File: config.mk
export PLATFORM = sky130hd
export DESIGN_NAME = dram_cmd_issuer
export DESIGN_NICKNAME = d
export VERILOG_FILES = /design/src/rtl/dci_pkg.sv /design/src/rtl/dci_mode_store.sv /design/src/rtl/dci_pacer.sv /design/src/rtl/dci_encoder.sv /design/src/rtl/dram_cmd_issuer.sv
export SDC_FILE = /design/constraint.sdc
export NUM_CORES = 1
export LEC_CHECK = 0
export ABC_CLOCK_PERIOD_IN_PS = 3060
export BUFFER_PORTS_ARGS = -buffer_cell sky130_fd_sc_hd__buf_2
export CORE_ASPECT_RATIO = 2
export CORE_MARGIN = 2
export CORE_UTILIZATION = 60
export CTS_BUF_LIST = sky130_fd_sc_hd__clkbuf_4 sky130_fd_sc_hd__clkbuf_8
export CTS_CLUSTER_SIZE = 16
export DETAILED_ROUTE_END_ITERATION = 8
export HOLD_SLACK_MARGIN = 0.06
export PLACE_DENSITY = 0.86
export SLEW_MARGIN = 15
export SYNTH_ARGS = -nofsm -noshare
export SYNTH_HDL_FRONTEND = slang
export SYNTH_SLANG_ARGS = --single-unit
File: constraint.sdc
create_clock -name clk -period 3.06 [get_ports clk]
set_input_delay 0.459 -clock clk [delete_from_list [all_inputs] [get_ports clk]]
set_output_delay 0.459 -clock clk [all_outputs]
set_load 0.005 [all_outputs]
File: src/rtl/dci_pkg.sv
`timescale 1ns/1ps
package dci_pkg;
    localparam int RANKS      = 4;
    localparam int CODE_W     = 4;
    localparam int WORD_W     = CODE_W + RANKS;
    localparam int ADDR_W     = 15;
    localparam int MVAL_W     = 13;
    localparam int HI_W       = ADDR_W - MVAL_W;
    localparam int BA_W       = 2;
    localparam int MODE_REG_W = 32;
    localparam int EXT_LSB    = 16;
    localparam int PRE_BIT    = 10;
    localparam logic [MVAL_W-1:0] MODE_RST = MVAL_W'(13'h22);

    typedef enum logic [CODE_W-1:0] {
        OP_EMODE    = 4'd0,
        OP_MODE     = 4'd1,
        OP_PRE_ALL  = 4'd2,
        OP_REFRESH  = 4'd3,
        OP_SR_ENTER = 4'd4,
        OP_SR_EXIT  = 4'd5,
        OP_PD_ENTER = 4'd6,
        OP_PD_EXIT  = 4'd7
    } op_e;

    typedef struct packed {
        logic [RANKS-1:0]  cs_n;
        logic              ras_n;
        logic              cas_n;
        logic              we_n;
        logic [BA_W-1:0]   ba;
        logic [ADDR_W-1:0] addr;
        logic [RANKS-1:0]  cke;
    } pins_t;

    typedef struct packed {
        logic [MVAL_W-1:0] mval;
        logic [HI_W-1:0]   mhi;
        logic [MVAL_W-1:0] evalue;
        logic [HI_W-1:0]   ehi;
    } mode_t;
endpackage

File: src/rtl/dci_mode_store.sv
`timescale 1ns/1ps
module dci_mode_store
    import dci_pkg::*;
(
    input  logic                  clk,
    input  logic                  rst_n,
    input  logic                  mode_wr,
    input  logic [MODE_REG_W-1:0] mode_wdata,
    output mode_t                 mode_o
);
    localparam int MHI_LSB = MVAL_W;
    localparam int EHI_LSB = EXT_LSB + MVAL_W;

    mode_t st_d, st_q;

    always_comb begin
        st_d = st_q;
        if (mode_wr) begin
            st_d.mval   = mode_wdata[MVAL_W-1:0];
            st_d.mhi    = mode_wdata[MHI_LSB +: HI_W];
            st_d.evalue = mode_wdata[EXT_LSB +: MVAL_W];
            st_d.ehi    = mode_wdata[EHI_LSB +: HI_W];
        end
    end

    always_ff @(posedge clk or negedge rst_n) begin
        if (!rst_n) begin
            st_q <= '{mval: MODE_RST, mhi: '0, evalue: '0, ehi: '0};
        end else begin
            st_q <= st_d;
        end
    end

    assign mode_o = st_q;

    AST_MODE_HOLD: assert property (@(posedge clk) disable iff (!rst_n)
        !mode_wr |=> $stable(st_q));
endmodule

File: src/rtl/dci_pacer.sv
`timescale 1ns/1ps
module dci_pacer
    import dci_pkg::*;
#(
    parameter int GAP_W = 8
) (
    input  logic              clk,
    input  logic              rst_n,
    input  logic              cmd_wr,
    input  logic [WORD_W-1:0] cmd_word,
    input  logic [GAP_W-1:0]  gap,
    output logic              issue_o,
    output logic [WORD_W-1:0] issue_word_o,
    output logic              busy_o
);
    typedef struct packed {
        logic [GAP_W-1:0]  cnt;
        logic              pend_v;
        logic [WORD_W-1:0] pend;
    } pace_t;

    pace_t st_d, st_q;
    logic  legal_wr;
    logic  free;

    always_comb begin
        legal_wr     = cmd_wr && !cmd_word[CODE_W-1];
        free         = (st_q.cnt == '0);
        st_d         = st_q;
        issue_o      = 1'b0;
        issue_word_o = cmd_word;
        if (free && st_q.pend_v) begin
            issue_o      = 1'b1;
            issue_word_o = st_q.pend;
            st_d.pend_v  = legal_wr;
            st_d.pend    = cmd_word;
        end else if (free && legal_wr) begin
            issue_o      = 1'b1;
        end else if (legal_wr) begin
            st_d.pend_v  = 1'b1;
            st_d.pend    = cmd_word;
        end
        if (issue_o) begin
            st_d.cnt = gap;
        end else if (!free) begin
            st_d.cnt = st_q.cnt - 1'b1;
        end
    end

    always_ff @(posedge clk or negedge rst_n) begin
        if (!rst_n) begin
            st_q <= '0;
        end else begin
            st_q <= st_d;
        end
    end

    assign busy_o = !free;

    AST_GAP_LOAD: assert property (@(posedge clk) disable iff (!rst_n)
        (issue_o && gap != '0) |=> busy_o);
    AST_NO_ISSUE_BUSY: assert property (@(posedge clk) disable iff (!rst_n)
        busy_o |-> !issue_o);
    AST_HOLD_WHILE_BUSY: assert property (@(posedge clk) disable iff (!rst_n)
        (busy_o && cmd_wr && !cmd_word[CODE_W-1]) |=> st_q.pend_v);
    AST_DROP_ILLEGAL: assert property (@(posedge clk) disable iff (!rst_n)
        (cmd_wr && cmd_word[CODE_W-1] && !st_q.pend_v && !busy_o) |-> !issue_o);
endmodule

File: src/rtl/dci_encoder.sv
`timescale 1ns/1ps
module dci_encoder
    import dci_pkg::*;
(
    input  logic              issue,
    input  logic [WORD_W-1:0] word,
    input  mode_t             mode,
    input  logic              fcram_en,
    input  pins_t             cur,
    output pins_t             nxt
);
    logic [RANKS-1:0] mask;
    op_e              op;

    always_comb begin
        mask      = word[WORD_W-1:CODE_W];
        op        = op_e'(word[CODE_W-1:0]);
        nxt       = cur;
        nxt.cs_n  = '1;
        nxt.ras_n = 1'b1;
        nxt.cas_n = 1'b1;
        nxt.we_n  = 1'b1;
        if (issue) begin
            case (op)
                OP_EMODE: begin
                    nxt.cs_n  = ~mask;
                    nxt.ras_n = 1'b0;
                    nxt.cas_n = 1'b0;
                    nxt.we_n  = 1'b0;
                    nxt.ba    = BA_W'(1);
                    nxt.addr  = {(fcram_en ? mode.ehi : HI_W'(0)), mode.evalue};
                end
                OP_MODE: begin
                    nxt.cs_n  = ~mask;
                    nxt.ras_n = 1'b0;
                    nxt.cas_n = 1'b0;
                    nxt.we_n  = 1'b0;
                    nxt.ba    = BA_W'(0);
                    nxt.addr  = {(fcram_en ? mode.mhi : HI_W'(0)), mode.mval};
                end
                OP_PRE_ALL: begin
                    nxt.cs_n  = ~mask;
                    nxt.ras_n = 1'b0;
                    nxt.we_n  = 1'b0;
                    nxt.addr  = ADDR_W'(1) << PRE_BIT;
                end
                OP_REFRESH: begin
                    nxt.cs_n  = ~mask;
                    nxt.ras_n = 1'b0;
                    nxt.cas_n = 1'b0;
                end
                OP_SR_ENTER: begin
                    nxt.cs_n  = ~mask;
                    nxt.ras_n = 1'b0;
                    nxt.cas_n = 1'b0;
                    nxt.cke   = cur.cke & ~mask;
                end
                OP_SR_EXIT, OP_PD_EXIT: nxt.cke = cur.cke | mask;
                OP_PD_ENTER:            nxt.cke = cur.cke & ~mask;
                default: ;
            endcase
        end
    end
endmodule

File: src/rtl/dram_cmd_issuer.sv
`timescale 1ns/1ps
module dram_cmd_issuer
    import dci_pkg::*;
#(
    parameter int GAP_W = 8
) (
    input  logic                  clk,
    input  logic                  rst_n,
    input  logic                  mode_wr,
    input  logic [MODE_REG_W-1:0] mode_wdata,
    input  logic                  cmd_wr,
    input  logic [WORD_W-1:0]     cmd_word,
    input  logic                  fcram_en,
    input  logic [GAP_W-1:0]      gap_cycles,
    output logic [RANKS-1:0]      dram_cs_n,
    output logic                  dram_ras_n,
    output logic                  dram_cas_n,
    output logic                  dram_we_n,
    output logic [BA_W-1:0]       dram_ba,
    output logic [ADDR_W-1:0]     dram_addr,
    output logic [RANKS-1:0]      dram_cke,
    output logic                  busy
);
    mode_t             mode;
    logic              issue;
    logic [WORD_W-1:0] issue_word;
    pins_t             pins_d, pins_q, enc_nxt;

    dci_mode_store u_mode (
        .clk        (clk),
        .rst_n      (rst_n),
        .mode_wr    (mode_wr),
        .mode_wdata (mode_wdata),
        .mode_o     (mode)
    );

    dci_pacer #(.GAP_W(GAP_W)) u_pacer (
        .clk          (clk),
        .rst_n        (rst_n),
        .cmd_wr       (cmd_wr),
        .cmd_word     (cmd_word),
        .gap          (gap_cycles),
        .issue_o      (issue),
        .issue_word_o (issue_word),
        .busy_o       (busy)
    );

    dci_encoder u_enc (
        .issue    (issue),
        .word     (issue_word),
        .mode     (mode),
        .fcram_en (fcram_en),
        .cur      (pins_q),
        .nxt      (enc_nxt)
    );

    always_comb begin
        pins_d = enc_nxt;
    end

    always_ff @(posedge clk or negedge rst_n) begin
        if (!rst_n) begin
            pins_q <= '{cs_n: '1, ras_n: 1'b1, cas_n: 1'b1, we_n: 1'b1,
                        ba: '0, addr: '0, cke: '1};
        end else begin
            pins_q <= pins_d;
        end
    end

    assign dram_cs_n  = pins_q.cs_n;
    assign dram_ras_n = pins_q.ras_n;
    assign dram_cas_n = pins_q.cas_n;
    assign dram_we_n  = pins_q.we_n;
    assign dram_ba    = pins_q.ba;
    assign dram_addr  = pins_q.addr;
    assign dram_cke   = pins_q.cke;

    AST_MODE_BANK: assert property (@(posedge clk) disable iff (!rst_n)
        (!dram_ras_n && !dram_cas_n && !dram_we_n) |-> (dram_ba[1] == 1'b0));
    AST_STD_HIGH_ZERO: assert property (@(posedge clk) disable iff (!rst_n)
        (!dram_ras_n && !dram_cas_n && !dram_we_n && !$past(fcram_en))
            |-> (dram_addr[ADDR_W-1:MVAL_W] == '0));
    AST_PRE_A10: assert property (@(posedge clk) disable iff (!rst_n)
        (!dram_ras_n && dram_cas_n && !dram_we_n)
            |-> (dram_addr == (ADDR_W'(1) << PRE_BIT)));
    AST_REFRESH_CKE: assert property (@(posedge clk) disable iff (!rst_n)
        (!dram_ras_n && !dram_cas_n && dram_we_n)
            |-> ((dram_cke & ~dram_cs_n) == '0 || $past(dram_cke) == dram_cke));
endmodule

# [Yosys cells after proc, flatten, opt, wreduce, memory -nomap -nowiden]
# Index checks and enable logic that the tools add are counted.
[word_totals] input_bits=53 ff_bits=75
[classes] n_reduce_logical=20 n_bitwise=3 mux=17 addsub=1 n_eq_ne=9
[op_table] operator="one-hot mux 15 bit (3 select lines)" count=1
[op_table] operator="two-way mux 28 bit" count=1
[op_table] operator="two-way mux 9 bit" count=3
[op_table] operator="two-way mux 8 bit" count=3
[op_table] operator="equality test 4 x 3 -> 1 bit (second input constant)" count=4
[op_table] operator="equality test 4 x 2 -> 1 bit (second input constant)" count=2
[op_table] operator="zero test 8 bit" count=1
[op_table] operator="one-hot mux 4 bit (2 select lines)" count=1
[op_table] operator="AND reduction 2 bit" count=4
[op_table] operator="subtractor 8 x 1 -> 8 bit (second input constant)" count=1
[op_table] operator="nonzero test 2 bit" count=3
[op_table] operator="two-way mux 5 bit" count=1
[op_table] operator="OR reduction 5 bit" count=1
[op_table] operator="bitwise AND 4 bit" count=1
[op_table] operator="equality test 4 x 1 -> 1 bit (second input constant)" count=1
[op_table] operator="zero test 4 bit" count=1
[op_table] operator="two-way mux 1 bit" count=4
[op_table] operator="two-way mux 2 bit" count=2
[op_table] operator="inverter 4 bit" count=1
[op_table] operator="OR 4 bit" count=1
[op_table] operator="one-hot mux 2 bit (2 select lines)" count=1
[op_table] operator="OR reduction 2 bit" count=2
[op_table] operator="OR reduction 4 bit" count=1
[op_table] operator="logical AND 1 bit" count=3
[op_table] operator="other kinds (5)" count=6

# [Longest topological paths before layout]
# Gate-level depths: netlist (run 1).
[logic_depth] ltp_word=7 depth_mapped=8 mapped_depth_nobuf=6

# [By module]
# Synthesis (run 1) repeated with hierarchy kept, for this count alone.
[unflattened] hier_cells=253 area_unflattened_um2=3508.4
[modules_own_cells] module="dci_mode_store" cells_per_inst=63 seq_area_each_um2=753.2 area_per_inst_um2=1237.4 instances=1
[modules_own_cells] module="dci_pacer" cells_per_inst=85 seq_area_each_um2=425.4 area_per_inst_um2=935.9 instances=1
[modules_own_cells] module="dram_cmd_issuer" cells_per_inst=28 seq_area_each_um2=714.4 area_per_inst_um2=714.4 instances=1
[modules_own_cells] module="dci_encoder" cells_per_inst=77 seq_area_each_um2=0.0 area_per_inst_um2=620.6 instances=1

# [Least setup slack after synthesis (run 1)]
# No wires, ideal clock.
[synth_path] kind="register to register" start="register u_pacer.st_q[9] in the netlist's numbering" end="register u_pacer.st_q[0] in the netlist's numbering" path_stages_with_launch=7 setup_ns=0.125 path_slack_ns=1.052 arrival_time_ns=1.883 t_required_ns=2.935 synth_period_minus_slack_ns=2.008 cell_sequence="dfrtp_1 > inv_1 > ha_1 > nor3b_1 > nand2_2 > a21oi_2 > mux2_2"
[synth_via] elab_chain_cells=4 elab_cells_between_ends=7
[synth_rtl] element="start: declaration" line_no="dci_pacer.sv:22" rtl="pace_t st_d, st_q;"
[synth_rtl] element="start signal: assignment" line_no="dci_pacer.sv:54" rtl="st_q <= st_d;"
[synth_rtl] element="zero test 8 bit *" line_no="dci_pacer.sv:28" rtl="free = (st_q.cnt == '0);"
[synth_rtl] element="logical AND 1 bit (on tied branches)" line_no="dci_pacer.sv:37, dci_pacer.sv:32"
[synth_rtl] element="!= test 2 x 1 -> 1 bit (no source line) / nonzero test 2 bit (equally long branches)"
[synth_rtl] element="AND reduction 2 bit (no source line)"
# Mark *: on every way between the ends. The rest lies on a longest branch, timed or not.
# A chain may end at the register's enable or synchronous reset.

# [Worst setup path in the final report (run 1)]
[layout_path] start="register u_pacer.st_q[9] in the netlist's numbering" end="output busy"
[layout_via] elab_chain_cells=2
[layout_rtl] element="zero test 8 bit" line_no="dci_pacer.sv:28"
[layout_rtl] element="zero test 1 bit"
[layout_rtl] element="end: declaration" line_no="dram_cmd_issuer.sv:22" rtl="output logic busy"
# Every way passes these cells.

==> flow_results.xml, run 1 <==
<?xml version="1.0" encoding="UTF-8"?>
<metrics>
  <group name="power_and_ir_drop">
    <metric name="worst_ir_drop_vdd" unit="uV">543</metric>
    <metric name="power.leakage" unit="nW">1.83</metric>
    <metric name="power.combinational.fraction" unit="%">26.4</metric>
    <metric name="clock_group_share_of_total_power" unit="%">23.9</metric>
    <metric name="p_int" unit="mW">1.92</metric>
    <metric name="netSwitchingPower" unit="mW">0.918</metric>
    <metric name="pwr_density" unit="nW/um^2">687</metric>
    <metric name="power.total" unit="mW">2.84</metric>
    <metric name="netSwitchingFraction" unit="%">32.3</metric>
    <metric name="seq_power_share" unit="%">49.7</metric>
  </group>
  <group name="yosys">
    <metric name="post-synth-top-area-fraction" unit="%">43.5</metric>
    <metric name="synthesis.area" unit="um^2">3510</metric>
    <metric name="syn-num-nets" unit="">354</metric>
    <metric name="synthesis.instances" unit="">299</metric>
    <metric name="post_synth_num_cell_types" unit="">56</metric>
    <metric name="netlist_top_cells_area" unit="">dfrtp_1 (43%), mux2_2 (13%), dfstp_2 (9.7%), a21oi_1 (3.8%), nand3_1 (2.7%)</metric>
    <metric name="synthesis.area_per_instance" unit="um^2">11.7</metric>
    <metric name="most_numerous_cell_in_the_yosys_netlist" unit="">dfrtp_1</metric>
    <metric name="synth_seq_cells" unit="">74</metric>
    <metric name="ys_warn_count" unit="">0</metric>
    <metric name="share_of_the_yosys_chip_area_belonging_to_registers" unit="%">53.2</metric>
    <metric name="number_of_synthesized_flops_with_an_enable_pin" unit="">0</metric>
    <metric name="yosys_most_used_dff" unit="">dfrtp_1</metric>
    <metric name="asyncSetResetFlopFracSynth" unit="%">100</metric>
    <metric name="netlist.top_cell.by_area" unit="">dfrtp_1</metric>
    <metric name="netlist_top_cells_count" unit="">dfrtp_1 (61), mux2_2 (39), a21oi_1 (27), nand3_1 (19), o21ai_0 (19)</metric>
  </group>
  <group name="timing">
    <metric name="fin_setup_tns" unit="ns">0</metric>
    <metric name="finalCriticalPeriod" unit="ns">2.54</metric>
    <metric name="tightest_slew" unit="ns">0.633</metric>
    <metric name="timing.final.max_slew_violations" unit="">0</metric>
    <metric name="timing_hold_violations_final" unit="">0</metric>
    <metric name="setup_viol" unit="">0</metric>
    <metric name="post-route-period-util" unit="%">83.1</metric>
    <metric name="max_freq" unit="GHz">0.393</metric>
    <metric name="unrepaired_setup_endpoints_after_global_routing" unit="">no</metric>
    <metric name="final.setup_skew" unit="ns">0.00585</metric>
    <metric name="timing.max_slew.rel_slack" unit="%">57.5</metric>
  </group>
  <group name="worst_setup_path">
    <metric name="cp.required" unit="ns">2.60</metric>
    <metric name="criticalPathCategory" unit="">reg2out</metric>
    <metric name="worstPathMaxFanout" unit="">13</metric>
    <metric name="crit_path_launch_type" unit="">register</metric>
    <metric name="critical_path_arrival" unit="ns">2.08</metric>
    <metric name="critical_path.endpoint_type" unit="">output port</metric>
  </group>
  <group name="grt">
    <metric name="globalRoute.totalOverflow" unit="">0</metric>
    <metric name="all_layer_global_routing_usage" unit="%">26.8</metric>
    <metric name="grt_first_pass_wirelength" unit="um">13300</metric>
    <metric name="grt_start_max_net_pins" unit="">37</metric>
    <metric name="via_count_of_the_first_global_routing_pass" unit="">2847</metric>
    <metric name="number_of_antenna_violations_at_the_first_check_in_global_routing" unit="">0</metric>
  </group>
  <group name="cts">
    <metric name="post_cts_resized" unit="">0</metric>
    <metric name="tritoncts.num_buffers" unit="">9</metric>
    <metric name="htree_num_levels" unit="">3</metric>
    <metric name="ctsRootBufferMaster" unit="">clkbuf_8</metric>
    <metric name="cts.reportedPaths.clkPinSlew" unit="ns">0.07</metric>
    <metric name="clock_insertion_delay_worst_skew" unit="ns">0.35</metric>
    <metric name="cts.repair_timing.setup_buffer_count" unit="">0</metric>
    <metric name="clockBufferDepth" unit="">2</metric>
    <metric name="tritoncts" unit="">built</metric>
    <metric name="cts_num_sinks" unit="">74</metric>
  </group>
  <group name="floorplan">
    <metric name="width_of_the_die" unit="um">58.1</metric>
    <metric name="floorplan.rows" unit="">39</metric>
    <metric name="core_footprint" unit="um^2">5660</metric>
    <metric name="floorplan.die_area" unit="um^2">6520</metric>
    <metric name="initial_core_util" unit="%">62.0</metric>
    <metric name="die_h" unit="um">112</metric>
    <metric name="pin_count" unit="">82</metric>
  </group>
  <group name="final_layout">
    <metric name="antenna_diode_count" unit="">0</metric>
    <metric name="final_net_count" unit="">436</metric>
    <metric name="final_layout_size_suffix_gt1_share" unit="%">43.4</metric>
    <metric name="area_growth_from_synthesis_to_final_layout" unit="%">17.6</metric>
  </group>
  <group name="drt">
    <metric name="routed-via-count" unit="">2744</metric>
    <metric name="dr.first_iter.drc_count" unit="">164</metric>
    <metric name="routed_wirelength" unit="um">7880</metric>
    <metric name="drtPass1Iterations" unit="">6</metric>
    <metric name="drc_violations_left" unit="">0</metric>
    <metric name="wl_per_cell" unit="um">17.7</metric>
    <metric name="drt.antenna.violating_nets" unit="">0</metric>
    <metric name="route.detailed.vias_per_inst" unit="">6.15</metric>
  </group>
  <group name="status">
    <metric name="status" unit="">completed</metric>
  </group>
  <group name="job">
    <metric name="drv_cap" unit="">0</metric>
  </group>
  <group name="placed_design">
    <metric name="port-buffer-count" unit="">78</metric>
    <metric name="gp_routability_congestion" unit="">0.886</metric>
    <metric name="dpl.hpwl" unit="um">5820</metric>
  </group>
  <group name="min_path">
    <metric name="hold_path_class" unit="">in2reg</metric>
  </group>
</metrics>
metal layers:
layer  part of all wire, %  wire (um)  up-vias  global-route usage (%)
li1                      -          -     1271                       -
met1                    37       2910     1350                    30.0
met2                    56       4370       98                    46.7
met3                   4.7        372       25                    5.88
met4                   2.8        222        0                    12.7
met5                     0          0        -                       0
layout make-up:
type                    count  area, um^2
fillers                   440        1530
flip-flops and latches     74        1870
well taps                  61        76.3
inverters                   8        30.0
repair buffers             87         460
multi-input cells         201        1520
clock buffers              13         160
clock inverters             2        13.8
worst paths after layout:
check                             startpoint                end  slack (ns)  cells after the start
max                          u_pacer.st_q[9]               busy        0.52                      6
min                              cmd_word[5]    u_pacer.st_q[5]        0.32                      2
max reg2reg                  u_pacer.st_q[9]       dram_addr[2]        0.71                      6
min reg2reg                u_mode.mode_o[20]  u_mode.mode_o[20]        0.50                      1
max in group asynchronous              rst_n  u_mode.mode_o[22]        1.74                      3
min in group asynchronous              rst_n    u_pacer.st_q[9]        0.53                      2
kinds of logic after synthesis:
kind of cell | share of synthesized area (%)
AO/OA/AOI/OAI | 16.4
flip-flops | 53.2
AND/OR/NAND/NOR | 10.5
multiplexers | 14.0
buffers and inverters | 3.49
XOR/XNOR | 1.25
adder cells (fa/ha/maj) | 0.998
other | 0.107
metrics by stage:
step	instances	util [%]	hold slack [ns]	cell area, um^2	setup slack [ns]
after detailed placement	430	69.7	0.367	3950	0.713
after CTS	446	72.9	0.306	4130	0.517
after global placement	430	69.7	0.364	3950	0.792
after floorplan	299	-	0.163	3510	1.05
final	446	72.9	0.321	4130	0.516
after global routing	446	72.9	0.330	4130	0.452
state kept, by name, indices dropped and copies added, names as in the netlist, named ones only:
signal         count
dram_ba            1
u_mode.mode_o     30
dram_cas_n         1
u_pacer.st_q      17
dram_cs_n          4
dram_we_n          1
dram_addr         15
dram_ras_n         1
critical path: stages, from the launching register on:
cell,delay (ns)
dfrtp_1,0.43
inv_1,0.10
ha_1,0.21
nor3b_1,0.46
nand2_2,0.17
buf_4,0.23
buf_2,0.13
power groups by stage:
| stage | logic, mW | clock network, mW | registers [mW] |
|---|---|---|---|
| 6_report | 0.750 | 0.677 | 1.41 |
| 5_1_grt | 0.847 | 0.722 | 1.44 |
| 4_1_cts | 0.758 | 0.693 | 1.41 |
| 3_5_place_dp | 0.756 | 0 | 1.42 |
| 3_3_place_gp | 0.730 | 0 | 1.41 |
| 2_1_floorplan | 0.484 | 0 | 1.39 |
cells in the final DEF (no fill, tap or decap), drive strengths merged, types with 3 or more instances in the layout:
| cell | instances |
|---|---|
| buf | 86 |
| nand3 | 19 |
| mux2 | 42 |
| dfstp | 13 |
| inv | 8 |
| a21oi | 28 |
| nand4 | 3 |
| o211ai | 5 |
| o21ai | 20 |
| nor3 | 5 |
| a21bo | 4 |
| a211oi | 5 |
| a31oi | 14 |
| xor2 | 4 |
| clkbuf | 13 |
| nand2 | 5 |
| dfrtp | 61 |
| nor2 | 10 |
timing repair:
| action | CTS | global route |
|---|---|---|
| hold buffers | 1 | 0 |
| hold endpoints to repair | 12 | 0 |
| endpoints found under the setup margin | 0 | 0 |
Note: power is estimated with default switching activity, not from simulation.
==> inputs of run 2 (changes only) <==
Settings changed: ABC_CLOCK_PERIOD_IN_PS 3060 to 2100, CORE_UTILIZATION 60 to 50, PLACE_DENSITY 0.86 to 0.76.
Clock period 3.06 ns to 2.1 ns, I/O delays scaled along.
==> flow_results.xml, run 2 (synthesized netlist as in run 1, its figures left out) <==
<?xml version="1.0" encoding="UTF-8"?>
<metrics>
  <group name="timing">
    <metric name="finalCriticalPeriod" unit="ns">2.03</metric>
    <metric name="setup_viol" unit="">0</metric>
    <metric name="post-route-period-util" unit="%">96.5</metric>
    <metric name="timing_hold_violations_final" unit="">0</metric>
    <metric name="final.setup_skew" unit="ns">0.00775</metric>
    <metric name="max_freq" unit="GHz">0.494</metric>
    <metric name="timing.max_slew.rel_slack" unit="%">57.0</metric>
    <metric name="tightest_slew" unit="ns">0.645</metric>
    <metric name="timing.final.max_slew_violations" unit="">0</metric>
    <metric name="fin_setup_tns" unit="ns">0</metric>
  </group>
  <group name="worst_setup_path">
    <metric name="cp.required" unit="ns">2.38</metric>
    <metric name="worst_r2r_startpoint" unit="">u_pacer.st_q[12]</metric>
    <metric name="critical_path_arrival" unit="ns">2.31</metric>
    <metric name="rr_worst_depth" unit="">5</metric>
    <metric name="r2r_slack" unit="ns">0.07</metric>
    <metric name="crit-reg2reg-capture" unit="">dram_cs_n[3]</metric>
    <metric name="crit_path_launch_type" unit="">register</metric>
    <metric name="critical_path.endpoint_type" unit="">register</metric>
    <metric name="slowest_delay" unit="ns">0.67</metric>
    <metric name="criticalPathCategory" unit="">reg2reg</metric>
    <metric name="worstPathCellList" unit="">or4_4, a211oi_4, buf_4, o211a_4, a21bo_2</metric>
    <metric name="crit_path_top_delay_cell" unit="">or4_4</metric>
    <metric name="worstPathMaxFanout" unit="">12</metric>
  </group>
  <group name="grt">
    <metric name="via_count_of_the_first_global_routing_pass" unit="">3021</metric>
    <metric name="number_of_antenna_violations_at_the_first_check_in_global_routing" unit="">0</metric>
    <metric name="grt_first_pass_wirelength" unit="um">14000</metric>
    <metric name="all_layer_global_routing_usage" unit="%">23.8</metric>
    <metric name="globalRoute.totalOverflow" unit="">0</metric>
    <metric name="grt_start_max_net_pins" unit="">43</metric>
  </group>
  <group name="power_and_ir_drop">
    <metric name="worst_ir_drop_vdd" unit="uV">640</metric>
    <metric name="pwr_density" unit="nW/um^2">1000</metric>
    <metric name="power.leakage" unit="nW">1.95</metric>
  </group>
  <group name="placed_design">
    <metric name="dpl.hpwl" unit="um">6160</metric>
    <metric name="port-buffer-count" unit="">78</metric>
    <metric name="gp_routability_congestion" unit="">0.846</metric>
  </group>
  <group name="cts">
    <metric name="clockBufferDepth" unit="">2</metric>
    <metric name="tritoncts.num_buffers" unit="">9</metric>
    <metric name="cts_num_sinks" unit="">74</metric>
    <metric name="tritoncts" unit="">built</metric>
    <metric name="clock_insertion_delay_worst_skew" unit="ns">0.35</metric>
    <metric name="cts.reportedPaths.clkPinSlew" unit="ns">0.08</metric>
    <metric name="ctsRootBufferMaster" unit="">clkbuf_8</metric>
    <metric name="htree_num_levels" unit="">3</metric>
  </group>
  <group name="drt">
    <metric name="routed_wirelength" unit="um">8730</metric>
    <metric name="drc_violations_left" unit="">0</metric>
    <metric name="wl_per_cell" unit="um">17.5</metric>
    <metric name="dr.first_iter.drc_count" unit="">146</metric>
    <metric name="route.detailed.vias_per_inst" unit="">5.73</metric>
    <metric name="drt.antenna.violating_nets" unit="">0</metric>
    <metric name="drtPass1Iterations" unit="">4</metric>
    <metric name="routed-via-count" unit="">2856</metric>
  </group>
  <group name="min_path">
    <metric name="hold_depth" unit="">2</metric>
    <metric name="holdPathEnd" unit="">u_pacer.st_q[6]</metric>
    <metric name="hold_path_class" unit="">in2reg</metric>
    <metric name="worstHoldStart" unit="">cmd_word[6]</metric>
  </group>
  <group name="final_layout">
    <metric name="area_growth_from_synthesis_to_final_layout" unit="%">25.9</metric>
    <metric name="final_cell_mix" unit="">buf_2 (77), dfrtp_1 (61), mux2_2 (39)</metric>
    <metric name="final_net_count" unit="">458</metric>
    <metric name="final_layout_size_suffix_gt1_share" unit="%">48.0</metric>
    <metric name="final_util" unit="%">64.2</metric>
    <metric name="most_common_cell_after_layout_fill_and_taps_aside" unit="">buf_2</metric>
    <metric name="antenna_diode_count" unit="">0</metric>
    <metric name="largest_register_ff_count" unit="">30</metric>
  </group>
  <group name="floorplan">
    <metric name="width_of_the_die" unit="um">63.3</metric>
    <metric name="floorplan.rows" unit="">43</metric>
    <metric name="pin_count" unit="">82</metric>
    <metric name="floorplan.die_area" unit="um^2">7750</metric>
    <metric name="initial_core_util" unit="%">51.0</metric>
    <metric name="core_footprint" unit="um^2">6890</metric>
    <metric name="die_h" unit="um">123</metric>
  </group>
  <group name="job">
    <metric name="drv_cap" unit="">0</metric>
  </group>
  <group name="status">
    <metric name="status" unit="">completed</metric>
  </group>
</metrics>
[run 2: cell type report]
type | count | area, um^2
multi-input combinational | 201 | 1580
tap | 90 | 113
clock inverter | 4 | 26.3
timing repair buffer | 109 | 652
sequential | 74 | 1870
clock buffer | 12 | 153
inverter | 8 | 30.0
fill | 593 | 2470
[run 2: critical path, delay by kind of cell (launching register included)]
kind            cells  cell delay, ns
compound gates      3            0.73
buf+inv             1            0.17
flops               1            0.40
simple gates        1            0.67
[run 2: where the power goes]
group          total, mW  switching, mW  internal (mW)  leakage (nW)
Combinational       1.41          0.698          0.708         0.997
Clock               1.01          0.519          0.488        0.0936
Sequential          2.02          0.254           1.76         0.862
Total               4.43           1.47           2.96          1.95
[run 2: what timing repair did]
| action | 4_1_cts | 5_1_grt |
|---|---|---|
| gates resized for setup | 7 | 6 |
| setup endpoints to repair | 16 | 28 |
| pin swaps | 3 | 4 |
| hold buffers | 1 | 0 |
| setup buffers | 3 | 4 |
| endpoints found under the hold margin | 27 | 0 |
[run 2: metrics by stage]
| stage | std cells | power [mW] | setup WS, ns | instance area [um^2] | hold WS (ns) |
|---|---|---|---|---|---|
| after floorplan | 299 | 2.72 | 0.0919 | 3510 | 0.0194 |
| after global placement | 474 | 3.25 | 0.0104 | 4110 | 0.326 |
| after detailed placement | 474 | 3.32 | -0.0623 | 4110 | 0.335 |
| after CTS | 494 | 4.37 | -0.00614 | 4350 | 0.176 |
| after global routing | 498 | 4.69 | -0.000583 | 4420 | 0.186 |
| final | 498 | 4.43 | 0.0743 | 4420 | 0.196 |
[run 2: per-layer routing]
layer | track usage (%) | vias to the layer above | wire length [um]
met1 | 24.2 | 1428 | 3230
li1 | - | 1321 | -
met2 | 44.9 | 90 | 4990
met5 | 0 | - | 0
met3 | 5.22 | 17 | 338
met4 | 12.1 | 0 | 174
[run 2: worst max-delay path by stage]
stage	start	end	slack, ns	cells past startpoint
2_1_floorplan	u_pacer.st_q[9]	u_pacer.st_q[0]	0.09	6
3_3_place_gp	u_pacer.st_q[10]	dram_ba[0]	0.01	8
3_5_place_dp	u_pacer.st_q[10]	dram_ba[0]	-0.06	8
4_1_cts	u_pacer.st_q[14]	u_pacer.st_q[2]	-0.006	5
5_1_grt	u_pacer.st_q[13]	register	-0.0006	7
6_report	u_pacer.st_q[12]	dram_cs_n[3]	0.07	5
==> inputs of run 3 (changes only) <==
Settings changed: ABC_CLOCK_PERIOD_IN_PS 2100 to 2500, CAP_MARGIN set to 0, PLACE_DENSITY 0.76 to 0.73.
Clock period 2.1 ns to 2.5 ns, I/O delays scaled along.
==> flow_results.xml, run 3 (synthesized netlist as in run 1, its figures left out) <==
<?xml version="1.0" encoding="UTF-8"?>
<metrics>
  <group name="grt">
    <metric name="grt_start_max_net_pins" unit="">75</metric>
    <metric name="number_of_antenna_violations_at_the_first_check_in_global_routing" unit="">0</metric>
    <metric name="all_layer_global_routing_usage" unit="%">21.0</metric>
    <metric name="via_count_of_the_first_global_routing_pass" unit="">2674</metric>
    <metric name="grt_first_pass_wirelength" unit="um">12500</metric>
    <metric name="globalRoute.totalOverflow" unit="">0</metric>
  </group>
  <group name="placed_design">
    <metric name="dpl.hpwl" unit="um">5720</metric>
    <metric name="place_area" unit="um^2">4010</metric>
    <metric name="port-buffer-count" unit="">78</metric>
    <metric name="place_inst" unit="">463</metric>
    <metric name="gp_routability_congestion" unit="">0.867</metric>
  </group>
  <group name="timing">
    <metric name="timing.final.max_slew_violations" unit="">0</metric>
    <metric name="timing.max_slew.rel_slack" unit="%">38.0</metric>
    <metric name="post-route-period-util" unit="%">93.0</metric>
    <metric name="timing_hold_violations_final" unit="">0</metric>
    <metric name="max_freq" unit="GHz">0.430</metric>
    <metric name="fin_setup_tns" unit="ns">0</metric>
    <metric name="final.setup_skew" unit="ns">0.0104</metric>
    <metric name="setup_viol" unit="">0</metric>
    <metric name="finalCriticalPeriod" unit="ns">2.32</metric>
    <metric name="fin_worst_hold_slack" unit="ns">0.148</metric>
    <metric name="unrepaired_setup_endpoints_after_global_routing" unit="">no</metric>
    <metric name="tightest_slew" unit="ns">0.930</metric>
  </group>
  <group name="final_layout">
    <metric name="final_util" unit="%">61.2</metric>
    <metric name="final_layout_size_suffix_gt1_share" unit="%">44.2</metric>
    <metric name="largest_register_ff_count" unit="">30</metric>
    <metric name="final_cell_area" unit="um^2">4210</metric>
    <metric name="final_cell_mix" unit="">buf_2 (77), dfrtp_1 (61), mux2_2 (39)</metric>
    <metric name="most_common_cell_after_layout_fill_and_taps_aside" unit="">buf_2</metric>
    <metric name="final_net_count" unit="">439</metric>
    <metric name="area_used_by_multi_input_combinational_logic" unit="um^2">1520</metric>
    <metric name="fin_cells" unit="">479</metric>
    <metric name="area.sequential" unit="um^2">1870</metric>
    <metric name="antenna_diode_count" unit="">0</metric>
    <metric name="final.fill_count" unit="">617</metric>
    <metric name="area_growth_from_synthesis_to_final_layout" unit="%">20.0</metric>
  </group>
  <group name="drt">
    <metric name="drc_violations_left" unit="">0</metric>
    <metric name="route.detailed.vias_per_inst" unit="">5.69</metric>
    <metric name="drtPass1Iterations" unit="">5</metric>
    <metric name="wl_per_cell" unit="um">16.6</metric>
    <metric name="dr.first_iter.drc_count" unit="">145</metric>
    <metric name="routed_wirelength" unit="um">7950</metric>
    <metric name="routed-via-count" unit="">2725</metric>
    <metric name="drt.antenna.violating_nets" unit="">0</metric>
  </group>
  <group name="power_and_ir_drop">
    <metric name="netSwitchingPower" unit="mW">1.14</metric>
    <metric name="seq_power_share" unit="%">47.9</metric>
    <metric name="power.leakage" unit="nW">1.86</metric>
    <metric name="pwr_density" unit="nW/um^2">853</metric>
    <metric name="clock_group_share_of_total_power" unit="%">25.8</metric>
    <metric name="power.combinational.fraction" unit="%">26.3</metric>
    <metric name="p_int" unit="mW">2.45</metric>
    <metric name="worst_ir_drop_vdd" unit="uV">466</metric>
    <metric name="netSwitchingFraction" unit="%">31.9</metric>
  </group>
  <group name="cts">
    <metric name="post_cts_resized" unit="">0</metric>
    <metric name="tritoncts" unit="">built</metric>
    <metric name="cts_num_sinks" unit="">74</metric>
    <metric name="cts.repair_timing.setup_buffer_count" unit="">0</metric>
    <metric name="clockBufferDepth" unit="">2</metric>
    <metric name="cts.reportedPaths.clkPinSlew" unit="ns">0.08</metric>
    <metric name="ctsRootBufferMaster" unit="">clkbuf_8</metric>
    <metric name="clock_insertion_delay_worst_skew" unit="ns">0.34</metric>
    <metric name="tritoncts.num_buffers" unit="">9</metric>
    <metric name="htree_num_levels" unit="">3</metric>
    <metric name="holdBufCountCts" unit="">0</metric>
  </group>
  <group name="floorplan">
    <metric name="die_h" unit="um">123</metric>
    <metric name="core_footprint" unit="um^2">6890</metric>
    <metric name="pin_count" unit="">82</metric>
    <metric name="width_of_the_die" unit="um">63.3</metric>
    <metric name="floorplan.die_area" unit="um^2">7750</metric>
    <metric name="initial_core_util" unit="%">51.0</metric>
    <metric name="floorplan.rows" unit="">43</metric>
  </group>
  <group name="job">
    <metric name="drv_cap" unit="">0</metric>
  </group>
  <group name="worst_setup_path">
    <metric name="critical_path_arrival" unit="ns">2.59</metric>
    <metric name="worstPathMaxFanout" unit="">5</metric>
    <metric name="criticalPathCategory" unit="">reg2reg</metric>
    <metric name="crit_path_launch_type" unit="">register</metric>
    <metric name="cp.required" unit="ns">2.76</metric>
    <metric name="critical_path.endpoint_type" unit="">register</metric>
  </group>
  <group name="min_path">
    <metric name="hold_path_class" unit="">in2async</metric>
  </group>
  <group name="status">
    <metric name="status" unit="">completed</metric>
  </group>
</metrics>
[run 3: worst max-delay path: stages (launching register included)]
cell       delay (ns)
dfrtp_1          0.43
inv_1            0.10
ha_1             0.20
nor4bb_1         0.53
nand3_1          0.16
a2111oi_1        0.58
mux2i_1          0.24
[run 3: metal layers]
| layer | routed length (um) | GRT usage [%] | vias up |
|---|---|---|---|
| met4 | 158 | 10.6 | 0 |
| met1 | 2980 | 22.0 | 1351 |
| met5 | 0 | 0 | - |
| met3 | 341 | 4.77 | 13 |
| li1 | - | - | 1283 |
| met2 | 4470 | 38.9 | 78 |
[run 3: power groups by stage]
stage               combinational (mW)  sequential [mW]  clock, mW
CTS                              0.961             1.72      0.951
detailed placement               0.958             1.74          0
global route                      1.06             1.75      0.990
global placement                 0.926             1.72          0
floorplan                        0.592             1.70          0
finish                           0.944             1.72      0.928
[run 3: stage by stage]
stage          setup slack, ns  power [mW]
2_1_floorplan            0.492        2.29
3_3_place_gp             0.279        2.65
3_5_place_dp             0.215        2.70
4_1_cts                  0.198        3.63
5_1_grt                 0.0266        3.80
6_report                 0.176        3.59
[run 3: area by class of cell]
type | instances | area share, %
Sequential cell | 74 | 44.3
Multi-Input combinational cell | 201 | 36.1
Timing Repair Buffer | 90 | 11.5
Clock inverter | 5 | 1.28
Inverter | 8 | 0.713
Clock buffer | 11 | 3.45
Tap cell | 90 | 2.67
[run 3: worst paths after layout]
check / depth (start not counted) / startpoint / endpoint / slack, ns
setup / recovery: 6 / u_pacer.st_q[9] / dram_ba[0] / 0.18
hold / removal: 1 / rst_n / u_pacer.st_q[14] / 0.15
setup reg to reg: 6 / u_pacer.st_q[9] / dram_ba[0] / 0.18
hold reg to reg: 1 / u_mode.mode_o[26] / u_mode.mode_o[26] / 0.50
max in group asynchronous: 1 / rst_n / u_pacer.st_q[6] / 1.72
min in group clk: 2 / cmd_word[4] / u_pacer.st_q[4] / 0.25
